### config.mk
export PLATFORM = sky130hd
export DESIGN_NAME = rs_array
export DESIGN_NICKNAME = d
export VERILOG_FILES = /design/src/rtl/rs_pkg.sv /design/src/rtl/rs_pick_low.sv /design/src/rtl/rs_entry.sv /design/src/rtl/rs_fu_stub.sv /design/src/rtl/rs_array.sv
export SDC_FILE = /design/constraint.sdc
export NUM_CORES = 1
export LEC_CHECK = 0
export BUFFER_PORTS_ARGS = -buffer_cell sky130_fd_sc_hd__buf_2
export CORE_MARGIN = 2
export CORE_UTILIZATION = 35
export CTS_BUF_LIST = sky130_fd_sc_hd__clkbuf_8 sky130_fd_sc_hd__clkbuf_16
export DETAILED_ROUTE_END_ITERATION = 12
export GPL_ROUTABILITY_DRIVEN = 0
export MAX_ROUTING_LAYER = met4
export PLACE_DENSITY = 0.47
export SLEW_MARGIN = 20
export SYNTH_ARGS = -nofsm -noshare
export SYNTH_HDL_FRONTEND = slang
export SYNTH_HIERARCHICAL = 1
export SYNTH_SLANG_ARGS = --single-unit
### constraint.sdc
create_clock -name clk -period 6.9 [get_ports clk]
set_clock_uncertainty 0.05 [all_clocks]
set_input_delay 1.035 -clock clk [delete_from_list [all_inputs] [get_ports clk]]
set_output_delay 1.035 -clock clk [all_outputs]
set_load 0.02 [all_outputs]
### src/rtl/rs_pkg.sv
package rs_pkg;
  typedef enum logic [1:0] {
    FU_ADD = 2'd0,
    FU_SUB = 2'd1,
    FU_XOR = 2'd2,
    FU_AND = 2'd3
  } fu_op_e;
endpackage

### src/rtl/rs_pick_low.sv
module rs_pick_low #(
  parameter int N  = 4,
  parameter int IW = (N > 1) ? $clog2(N) : 1
) (
  input  logic [N-1:0]  req,
  output logic [N-1:0]  gnt,
  output logic          any,
  output logic [IW-1:0] idx
);
  always_comb begin
    gnt = '0;
    idx = '0;
    for (int i = N - 1; i >= 0; i--) begin
      if (req[i]) begin
        gnt    = '0;
        gnt[i] = 1'b1;
        idx    = IW'(i);
      end
    end
    any = |req;
  end
endmodule

### src/rtl/rs_entry.sv
module rs_entry
  import rs_pkg::*;
#(
  parameter int          DW     = 32,
  parameter int          TW     = 3,
  parameter logic [TW-1:0] MY_TAG = 1
) (
  input  logic          clk,
  input  logic          rst_n,
  input  logic          iss_we,
  input  fu_op_e        iss_op,
  input  logic [TW-1:0] iss_qa,
  input  logic [DW-1:0] iss_va,
  input  logic [TW-1:0] iss_qb,
  input  logic [DW-1:0] iss_vb,
  input  logic          bc_valid,
  input  logic [TW-1:0] bc_tag,
  input  logic [DW-1:0] bc_val,
  input  logic          grant,
  output logic          busy,
  output logic          ready,
  output fu_op_e        op,
  output logic [DW-1:0] va,
  output logic [DW-1:0] vb
);
  logic          busy_q, busy_d, sent_q, sent_d;
  logic [TW-1:0] qa_q, qa_d, qb_q, qb_d;
  fu_op_e        op_q, op_d;
  logic [DW-1:0] va_q, va_d, vb_q, vb_d;
  logic          hit_a, hit_b, byp_a, byp_b, done, dat_en;

  always_comb begin
    byp_a  = bc_valid && (iss_qa != '0) && (iss_qa == bc_tag);
    byp_b  = bc_valid && (iss_qb != '0) && (iss_qb == bc_tag);
    hit_a  = busy_q && bc_valid && (qa_q != '0) && (qa_q == bc_tag);
    hit_b  = busy_q && bc_valid && (qb_q != '0) && (qb_q == bc_tag);
    done   = busy_q && bc_valid && (bc_tag == MY_TAG);
    busy_d = busy_q;
    sent_d = sent_q;
    qa_d   = qa_q;
    qb_d   = qb_q;
    op_d   = op_q;
    va_d   = va_q;
    vb_d   = vb_q;
    if (iss_we) begin
      busy_d = 1'b1;
      sent_d = 1'b0;
      op_d   = iss_op;
      qa_d   = byp_a ? '0 : iss_qa;
      va_d   = byp_a ? bc_val : iss_va;
      qb_d   = byp_b ? '0 : iss_qb;
      vb_d   = byp_b ? bc_val : iss_vb;
    end else begin
      if (hit_a) begin
        qa_d = '0;
        va_d = bc_val;
      end
      if (hit_b) begin
        qb_d = '0;
        vb_d = bc_val;
      end
      if (grant) sent_d = 1'b1;
      if (done)  busy_d = 1'b0;
    end
    dat_en = iss_we | hit_a | hit_b;
  end

  always_ff @(posedge clk or negedge rst_n) begin
    if (!rst_n) begin
      busy_q <= 1'b0;
      sent_q <= 1'b0;
      qa_q   <= '0;
      qb_q   <= '0;
    end else begin
      busy_q <= busy_d;
      sent_q <= sent_d;
      qa_q   <= qa_d;
      qb_q   <= qb_d;
    end
  end

  always_ff @(posedge clk) begin
    if (dat_en) begin
      op_q <= op_d;
      va_q <= va_d;
      vb_q <= vb_d;
    end
  end

  assign busy  = busy_q;
  assign ready = busy_q && !sent_q && (qa_q == '0) && (qb_q == '0);
  assign op    = op_q;
  assign va    = va_q;
  assign vb    = vb_q;
endmodule

### src/rtl/rs_fu_stub.sv
module rs_fu_stub
  import rs_pkg::*;
#(
  parameter int DW  = 32,
  parameter int TW  = 3,
  parameter int LAT = 3
) (
  input  logic          clk,
  input  logic          rst_n,
  input  logic          in_valid,
  input  logic [TW-1:0] in_tag,
  input  fu_op_e        in_op,
  input  logic [DW-1:0] in_a,
  input  logic [DW-1:0] in_b,
  output logic          out_valid,
  output logic [TW-1:0] out_tag,
  output logic [DW-1:0] out_val
);
  logic [LAT-1:0]          vld_q;
  logic [LAT-1:0][TW-1:0]  tag_q;
  logic [LAT-1:0][DW-1:0]  res_q;
  logic [DW-1:0]           res_d;

  always_comb begin
    unique case (in_op)
      FU_ADD:  res_d = in_a + in_b;
      FU_SUB:  res_d = in_a - in_b;
      FU_XOR:  res_d = in_a ^ in_b;
      default: res_d = in_a & in_b;
    endcase
  end

  always_ff @(posedge clk or negedge rst_n) begin
    if (!rst_n) vld_q <= '0;
    else        vld_q <= {vld_q[LAT-2:0], in_valid};
  end

  always_ff @(posedge clk) begin
    if (in_valid) begin
      tag_q[0] <= in_tag;
      res_q[0] <= res_d;
    end
    for (int s = 1; s < LAT; s++) begin
      if (vld_q[s-1]) begin
        tag_q[s] <= tag_q[s-1];
        res_q[s] <= res_q[s-1];
      end
    end
  end

  assign out_valid = vld_q[LAT-1];
  assign out_tag   = tag_q[LAT-1];
  assign out_val   = res_q[LAT-1];
endmodule

### src/rtl/rs_array.sv
module rs_array
  import rs_pkg::*;
#(
  parameter int N   = 4,
  parameter int DW  = 32,
  parameter int LAT = 3,
  localparam int TW = $clog2(N + 1),
  localparam int IW = (N > 1) ? $clog2(N) : 1
) (
  input  logic          clk,
  input  logic          rst_n,
  input  logic          iss_valid,
  input  logic [1:0]    iss_op,
  input  logic [TW-1:0] iss_a_tag,
  input  logic [DW-1:0] iss_a_val,
  input  logic [TW-1:0] iss_b_tag,
  input  logic [DW-1:0] iss_b_val,
  output logic          iss_ready,
  output logic [TW-1:0] iss_tag,
  output logic          cdb_valid,
  output logic [TW-1:0] cdb_tag,
  output logic [DW-1:0] cdb_value
);
  logic [N-1:0]          busy, ready, grant, free_oh, iss_we;
  logic                  free_any, disp_any;
  logic [IW-1:0]         free_idx, disp_idx;
  fu_op_e                ent_op [N];
  logic [DW-1:0]         ent_va [N];
  logic [DW-1:0]         ent_vb [N];
  fu_op_e                disp_op;
  logic [DW-1:0]         disp_a, disp_b;

  rs_pick_low #(.N(N), .IW(IW)) u_alloc (
    .req(~busy), .gnt(free_oh), .any(free_any), .idx(free_idx)
  );

  rs_pick_low #(.N(N), .IW(IW)) u_sel (
    .req(ready), .gnt(grant), .any(disp_any), .idx(disp_idx)
  );

  assign iss_ready = free_any;
  assign iss_tag   = TW'(free_idx) + TW'(1);
  assign iss_we    = (iss_valid && free_any) ? free_oh : '0;

  for (genvar g = 0; g < N; g++) begin : g_ent
    rs_entry #(.DW(DW), .TW(TW), .MY_TAG(TW'(g + 1))) u_ent (
      .clk(clk), .rst_n(rst_n),
      .iss_we(iss_we[g]), .iss_op(fu_op_e'(iss_op)),
      .iss_qa(iss_a_tag), .iss_va(iss_a_val),
      .iss_qb(iss_b_tag), .iss_vb(iss_b_val),
      .bc_valid(cdb_valid), .bc_tag(cdb_tag), .bc_val(cdb_value),
      .grant(grant[g]),
      .busy(busy[g]), .ready(ready[g]),
      .op(ent_op[g]), .va(ent_va[g]), .vb(ent_vb[g])
    );
  end

  always_comb begin
    disp_op = FU_ADD;
    disp_a  = '0;
    disp_b  = '0;
    for (int i = 0; i < N; i++) begin
      if (grant[i]) begin
        disp_op = ent_op[i];
        disp_a  = ent_va[i];
        disp_b  = ent_vb[i];
      end
    end
  end

  rs_fu_stub #(.DW(DW), .TW(TW), .LAT(LAT)) u_fu (
    .clk(clk), .rst_n(rst_n),
    .in_valid(disp_any), .in_tag(TW'(disp_idx) + TW'(1)),
    .in_op(disp_op), .in_a(disp_a), .in_b(disp_b),
    .out_valid(cdb_valid), .out_tag(cdb_tag), .out_val(cdb_value)
  );
endmodule

Word level (Yosys, flattened, before mapping)
Index checks and enable logic that the tools add are counted.
{"block": "op_classes", "n_addsub": 4, "bitwise": 11, "reduce_logical": 94, "n_eq_ne": 16, "n_mux": 82}
{"op": "32-bit two-way mux", "n": 26}
{"op": "32-bit case mux with 3 select lines", "n": 1}
{"op": "3-bit two-way mux", "n": 18}
{"op": "1-bit logical AND", "n": 41}
{"op": "4-bit two-way mux", "n": 9}
{"op": "32-bit adder", "n": 1}
{"op": "32-bit bitwise AND", "n": 1}
{"op": "2-bit nonzero test", "n": 16}
{"op": "32-bit subtractor", "n": 1}
{"op": "32-bit XOR", "n": 1}
{"op": "3-bit == test", "n": 10}
{"op": "3-bit nonzero test", "n": 10}
{"op": "3-bit logical NOT", "n": 8}
{"op": "2-bit two-way mux", "n": 12}
{"op": "2-bit AND reduction", "n": 12}
{"op": "1-bit two-way mux", "n": 16}
{"op": "1-bit bitwise OR", "n": 8}
{"op": "4-bit OR reduction", "n": 2}
{"op": "2-bit by 1-bit adder with 3-bit output, second input constant", "n": 2}
{"op": "3-bit by 2-bit == test with 1-bit output, second input constant", "n": 2}
{"op": "1-bit logical NOT", "n": 4}
{"op": "4-bit inverter", "n": 1}
{"op": "3-bit by 1-bit == test with 1-bit output, second input constant", "n": 1}
{"op": "3-bit == test, second input constant", "n": 1}
{"op": "3 further kinds", "n": 3}
{"block": "totals", "output_inout_bits": 40, "word_cells": 242, "input_bits": 75, "ff_bits": 404}

Longest topological paths before layout
{"block": "logic_depth", "word_depth": 14, "mapped_depth": 23, "ltp_nobuf": 21}

By module
The synthesis kept the hierarchy.
{"module": "rs_fu_stub", "cells_per_inst": 667, "n_inst": 1, "area_each_um2": 7199.4}
{"module": "rs_entry at g_ent[3].u_ent", "cells_per_inst": 203, "n_inst": 1, "area_each_um2": 3525.9}
{"module": "rs_entry at g_ent[1].u_ent", "cells_per_inst": 203, "n_inst": 1, "area_each_um2": 3505.9}
{"module": "rs_entry at g_ent[2].u_ent", "cells_per_inst": 201, "n_inst": 1, "area_each_um2": 3495.9}
{"module": "rs_entry at g_ent[0].u_ent", "cells_per_inst": 204, "n_inst": 1, "area_each_um2": 3379.5}
{"module": "rs_array", "cells_per_inst": 250, "n_inst": 1, "area_each_um2": 1546.5}
{"module": "rs_pick_low", "cells_per_inst": 10, "n_inst": 2, "area_each_um2": 58.8}

Least setup slack after synthesis
OpenSTA, ideal clock, no wires.
{"block": "synth_timing", "kind": "register -> register", "from": "reg g_ent[3].u_ent.qb_q[1]", "to": "reg u_fu/res_q[29] (netlist bit), data pin", "period_less_slack_ns": 5.394, "stages_incl_launch_ff": 21, "path_buffers": 2, "slack_ns": 1.506, "t_arrival_ns": 5.087, "path_cell_list": "dfrtp_1 nor4_1 and4b_1 nor4b_1 inv_1 clkbuf_1 o22ai_1 a21oi_1 nor4_1 and3_1 clkbuf_1 nand2_1 o31a_1 xnor2_1 ha_1 and3_1 nand3_1 nor3_1 a211o_1 a22oi_1 a32o_1"}
{"block": "synth_between", "elab_chain_cells": 9}
{"element": "from (decl)", "line_no": "rs_entry.sv:27", "rtl": "logic [TW-1:0] qa_q, qa_d, qb_q, qb_d;"}
{"element": "from (signal assigned)", "line_no": "rs_entry.sv:78", "rtl": "qb_q <= qb_d;"}
{"element": "3-bit logical NOT (*)", "line_no": "rs_entry.sv:91", "rtl": "assign ready = busy_q && !sent_q && (qa_q == '0) && (qb_q == '0);"}
{"element": "1-bit logical AND (*)", "line_no": "rs_entry.sv:91"}
{"element": "net ready[3]", "line_no": "rs_array.sv:24", "rtl": "logic [N-1:0] busy, ready, grant, free_oh, iss_we;"}
{"element": "4-bit two-way mux (*) (4 in a row)", "line_no": "rs_pick_low.sv:14", "rtl": "if (req[i]) begin"}
{"element": "net grant[3]", "line_no": "rs_array.sv:24"}
{"element": "32-bit two-way mux (*)", "line_no": "rs_array.sv:63", "rtl": "if (grant[i]) begin"}
{"element": "net disp_b[4]", "line_no": "rs_array.sv:31", "rtl": "logic [DW-1:0] disp_a, disp_b;"}
{"element": "32-bit subtractor or 32-bit adder (tied branches)", "line_no": "rs_fu_stub.sv:27, rs_fu_stub.sv:26"}
{"element": "32-bit case mux with 3 select lines (*)", "line_no": "rs_fu_stub.sv:25", "rtl": "unique case (in_op)"}
{"element": "net u_fu.res_d[29]", "line_no": "rs_fu_stub.sv:22", "rtl": "logic [DW-1:0] res_d;"}
{"element": "to (signal, indexed assignment)", "line_no": "rs_fu_stub.sv:46", "rtl": "res_q[s] <= res_q[s-1];"}
{"element": "to (decl)", "line_no": "rs_fu_stub.sv:21", "rtl": "logic [LAT-1:0][DW-1:0] res_q;"}
Mark *: on every way through the listed nets, which the timed path passes. The rest lies on a longest branch.
A chain may end at the register's enable or synchronous reset.

Worst setup path in the final report
{"block": "layout_timing", "from": "reg g_ent[0].u_ent.qb_q[1]", "to": "reg u_fu/res_q[30] (netlist bit), data pin"}
{"element": "from (decl)", "line_no": "rs_entry.sv:27"}
{"element": "from (signal assigned)", "line_no": "rs_entry.sv:78"}
{"element": "3-bit logical NOT (*)", "line_no": "rs_entry.sv:91"}
{"element": "1-bit logical AND (*)", "line_no": "rs_entry.sv:91"}
{"element": "net ready[0]", "line_no": "rs_array.sv:24"}
{"element": "4-bit two-way mux (*)", "line_no": "rs_pick_low.sv:14"}
{"element": "net grant[3]", "line_no": "rs_array.sv:24"}
{"element": "32-bit two-way mux (*)", "line_no": "rs_array.sv:63"}
{"element": "net disp_b[20]", "line_no": "rs_array.sv:31"}
{"element": "32-bit subtractor or 32-bit adder (tied branches)", "line_no": "rs_fu_stub.sv:27, rs_fu_stub.sv:26"}
{"element": "32-bit case mux with 3 select lines (*)", "line_no": "rs_fu_stub.sv:25"}
{"element": "net u_fu.res_d[30]", "line_no": "rs_fu_stub.sv:22"}
Marked as above.

==> key figures <==
Route
  • Final wirelength: 68.0 mm
  • Antenna-violating nets left: 0
  • Vias per cell: 5.56
  • Iter 0 DRT Violations: between 1000 and 1500
  • DRT Pass-1 Iters: 5
  • Post-DR wirelength/cell: 25.0 um
  • Residual DRC: 0
  • Vias: 15104

STA
  • Slew margin rel.: 0.266
  • Sum of negative setup slack: 0 ns
  • F_max: between 150 and 200 MHz
  • Min Tclk post-route: between 6 and 7 ns
  • Slew @ Worst Pin: roughly 1.1 ns
  • Period utilization: 0.905
  • Unrepaired setup endpoints after global routing: false
  • Hold Vio Cnt, Final: 0
  • Slew Viols, Final: 0
  • Setup-failing EPs final: 0

Logic synthesis
  • Avg Cell Area, Syn: roughly 13 sq um
  • Synthesized instance count: around 1700
  • Post-synthesis cell area: ~23000 sq um
  • Seq/Total Area, Yosys: 0.525
  • Area leader, netlist: edfxtp_1
  • Mapped Nets: about 1900
  • Seq cells post-synth: ~400
  • Top cell type's share of synthesized area: 0.487
  • Ys flop type: edfxtp_1
  • Ys async rst share: 0.0866
  • Area contributors post-synth: edfxtp_1 49%, mux2_2 9.0%, mux2_4 5.5%, dfrtp_1 3.8%, ha_1 3.6%
  • Post-synthesis cell type count: 79
  • Number of flops mapped to enable cells by yosys: between 300 and 400
  • Yosys Warn Count: 6

Placement
  • Port Buffers: ~110
  • Dpl hpwl: 44.1 mm

Job
  • Max_cap viols: 0

Finish
  • Nets: between 1500 and 2000
  • Most frequent cells in the layout: 369 x edfxtp_1, 181 x mux2_2, 116 x a21oi_1, 114 x buf_2, 84 x mux2_4
  • Commonest non-fill, non-tap cell in the layout: edfxtp_1
  • Fillers: between 6000 and 7000
  • Synthesis-to-finish area growth: 12.4%
  • Layout cells sized above 1: 0.297

Floorplanning
  • Die height: 259 um
  • Die ar.: around 67000 sq um
  • Core box area: between 60000 and 70000 sq um
  • Initial Util: 0.354
  • Die Wd: ~260 um
  • IO Count: 115
  • Row Count: just over 90

Critical path
  • R2r setup slk: 0.65 ns
  • Peak per-stage delay on the critical path: roughly 0.55 ns
  • Most frequent CP cell: buf_4
  • Worst r2r src: g_ent[0].u_ent/qb_q[1]
  • CP cell instances: nor4_1 -> and4b_1 -> nor4b_1 -> buf_4 -> nor2_4 -> buf_4 -> a21oi_1 -> buf_4 -> or3_1 -> nand4b_1 -> or2_2 -> o41ai_1 -> xor2_1 -> ha_1 -> and3_1 -> nand4_1 -> a2111oi_0 -> a211oi_1
  • Crit path kind: register to register
  • Crit Path Max Fanout: 20
  • Crit start category: register
  • Slowest cell on crit path: nor2_4
  • FF-to-FF End: u_fu/res_q[30]
  • WP data required: 7.14 ns
  • Worst Path Arrival: about 6.5 ns
  • R2R cell count: 18
  • Setup crit end kind: register

Clock tree
  • Total CTS buffers: 46
  • Post-CTS setup buffer count: 0
  • Clock slew at reported path FFs: ~0.070 ns
  • # hold bufs at CTS: 0
  • CTS tree: built
  • Post_cts resized: 0
  • Worst-Skew Late Latency: about 0.58 ns
  • Clock Tree Buf Depth: 3
  • Sink Count: approximately 400
  • H-tree depth: 2
  • CTS root buf: clkbuf_16

Hold path
  • Hold path depth: 0
  • Hold EP: u_fu/res_q[41]
  • Worst Hold Class: register to register
  • HP Start: u_fu/res_q[9]

Global route
  • First-pass GRT wire length: between 100 and 150 mm
  • Vias in the first global route: between 15000 and 20000
  • Initial antenna violation count: 5
  • GRT Total Usage: 0.208
  • Congestion Overflow GR: 0
  • Pin count of the biggest net entering global routing: just under 70

Status
  • Status: finished clean
## layout make-up
class / count / area, sq um / share of cell area
repair buffers: 172 / 1030 / 0.0403
clock inverters: 36 / 388 / 0.0152
flip-flops and latches: 404 / 12000 / 0.467
inverters: 47 / 176 / 0.00689
well taps: 855 / 1070 / 0.0418
clock buffers: 48 / 1190 / 0.0465
diodes: 3 / 7.51 / 0.000293
multi-input cells: 1150 / 9780 / 0.382
## layer usage
| layer | track usage | vias to the layer above | routed length, um | part of all wire |
|---|---|---|---|---|
| met1 | 0.276 | 7701 | 30700 | 0.45 |
| met5 | - | - | 0 | 0 |
| li1 | - | 6928 | - | - |
| met4 | 0.0523 | 0 | 1510 | 0.022 |
| met2 | 0.330 | 383 | 32000 | 0.47 |
| met3 | 0.0376 | 92 | 3830 | 0.056 |
## flip-flops by register name (all words and copies together) (netlist names)
signal              flops
u_fu/vld_q              3
g_ent.u_ent/va        128
g_ent.u_ent/op          8
g_ent.u_ent/busy        4
u_fu/out_tag            3
u_fu/res_q             64
u_fu/tag_q              6
g_ent.u_ent/qa_q       12
u_fu/out_val           32
g_ent.u_ent/vb        128
g_ent.u_ent/qb_q       12
g_ent.u_ent/sent_q      4
## per-stage QoR
step	hold slack, ns	setup slack [ns]	utilization	area, sq um	cells
3_3_place_gp	0.351	0.740	0.373	24000	2628
5_1_grt	0.364	0.0495	0.398	25600	2713
6_report	0.357	0.654	0.398	25600	2715
2_1_floorplan	0.350	1.51	-	22800	1748
4_1_cts	0.362	0.556	0.398	25600	2712
3_5_place_dp	0.355	0.581	0.373	24000	2628
## cells by family after synthesis
family                   share of synthesized area
AO/OA/AOI/OAI                                0.139
flip-flops                                   0.525
adder cells (fa/ha/maj)                     0.0371
buffers and inverters                       0.0490
AND/OR/NAND/NOR                             0.0625
XOR/XNOR                                    0.0352
multiplexers                                 0.152
## Yosys cell counts, drive strengths merged (17+ instances only)
master,instances
a22oi,68
nand2b,20
o21ai,46
xnor2,44
xor2,39
dfrtp,35
mux2,265
nor2,57
clkbuf,36
inv,47
buf,111
ha,66
a211oi,19
nor3,17
mux2i,17
edfxtp,369
a21o,18
a21oi,118
o22ai,68
nor4,22
nand2,67
## how the worst max path moves through the flow
stage / end / slack [ns] / cells past startpoint / from
2_1_floorplan: u_fu/res_q[29] / 1.51 / 20 / g_ent[3].u_ent/qb_q[1]
3_3_place_gp: u_fu/res_q[30] / 0.74 / 18 / g_ent[2].u_ent/qa_q[2]
3_5_place_dp: u_fu/res_q[30] / 0.58 / 18 / g_ent[2].u_ent/qa_q[2]
4_1_cts: u_fu/res_q[30] / 0.56 / 18 / g_ent[2].u_ent/qa_q[2]
5_1_grt: u_fu/res_q[30] / 0.05 / 18 / g_ent[0].u_ent/qb_q[1]
6_report: u_fu/res_q[30] / 0.65 / 18 / g_ent[0].u_ent/qb_q[1]
## worst max-delay path, delay by kind of cell, from the launching register on
| family | cells | cell delay (ns) |
|---|---|---|
| flip-flops | 1 | 0.41 |
| adder cells (fa/ha/maj) | 1 | 0.40 |
| AO/OA/AOI/OAI | 4 | 1.17 |
| AND/OR/NAND/NOR | 9 | 3.08 |
| XOR/XNOR | 1 | 0.13 |
| buffers and inverters | 3 | 0.70 |
Power is left out: the tool's default activity adds up to more than one toggle a clock period on the data nets, which glitch-free logic cannot reach.
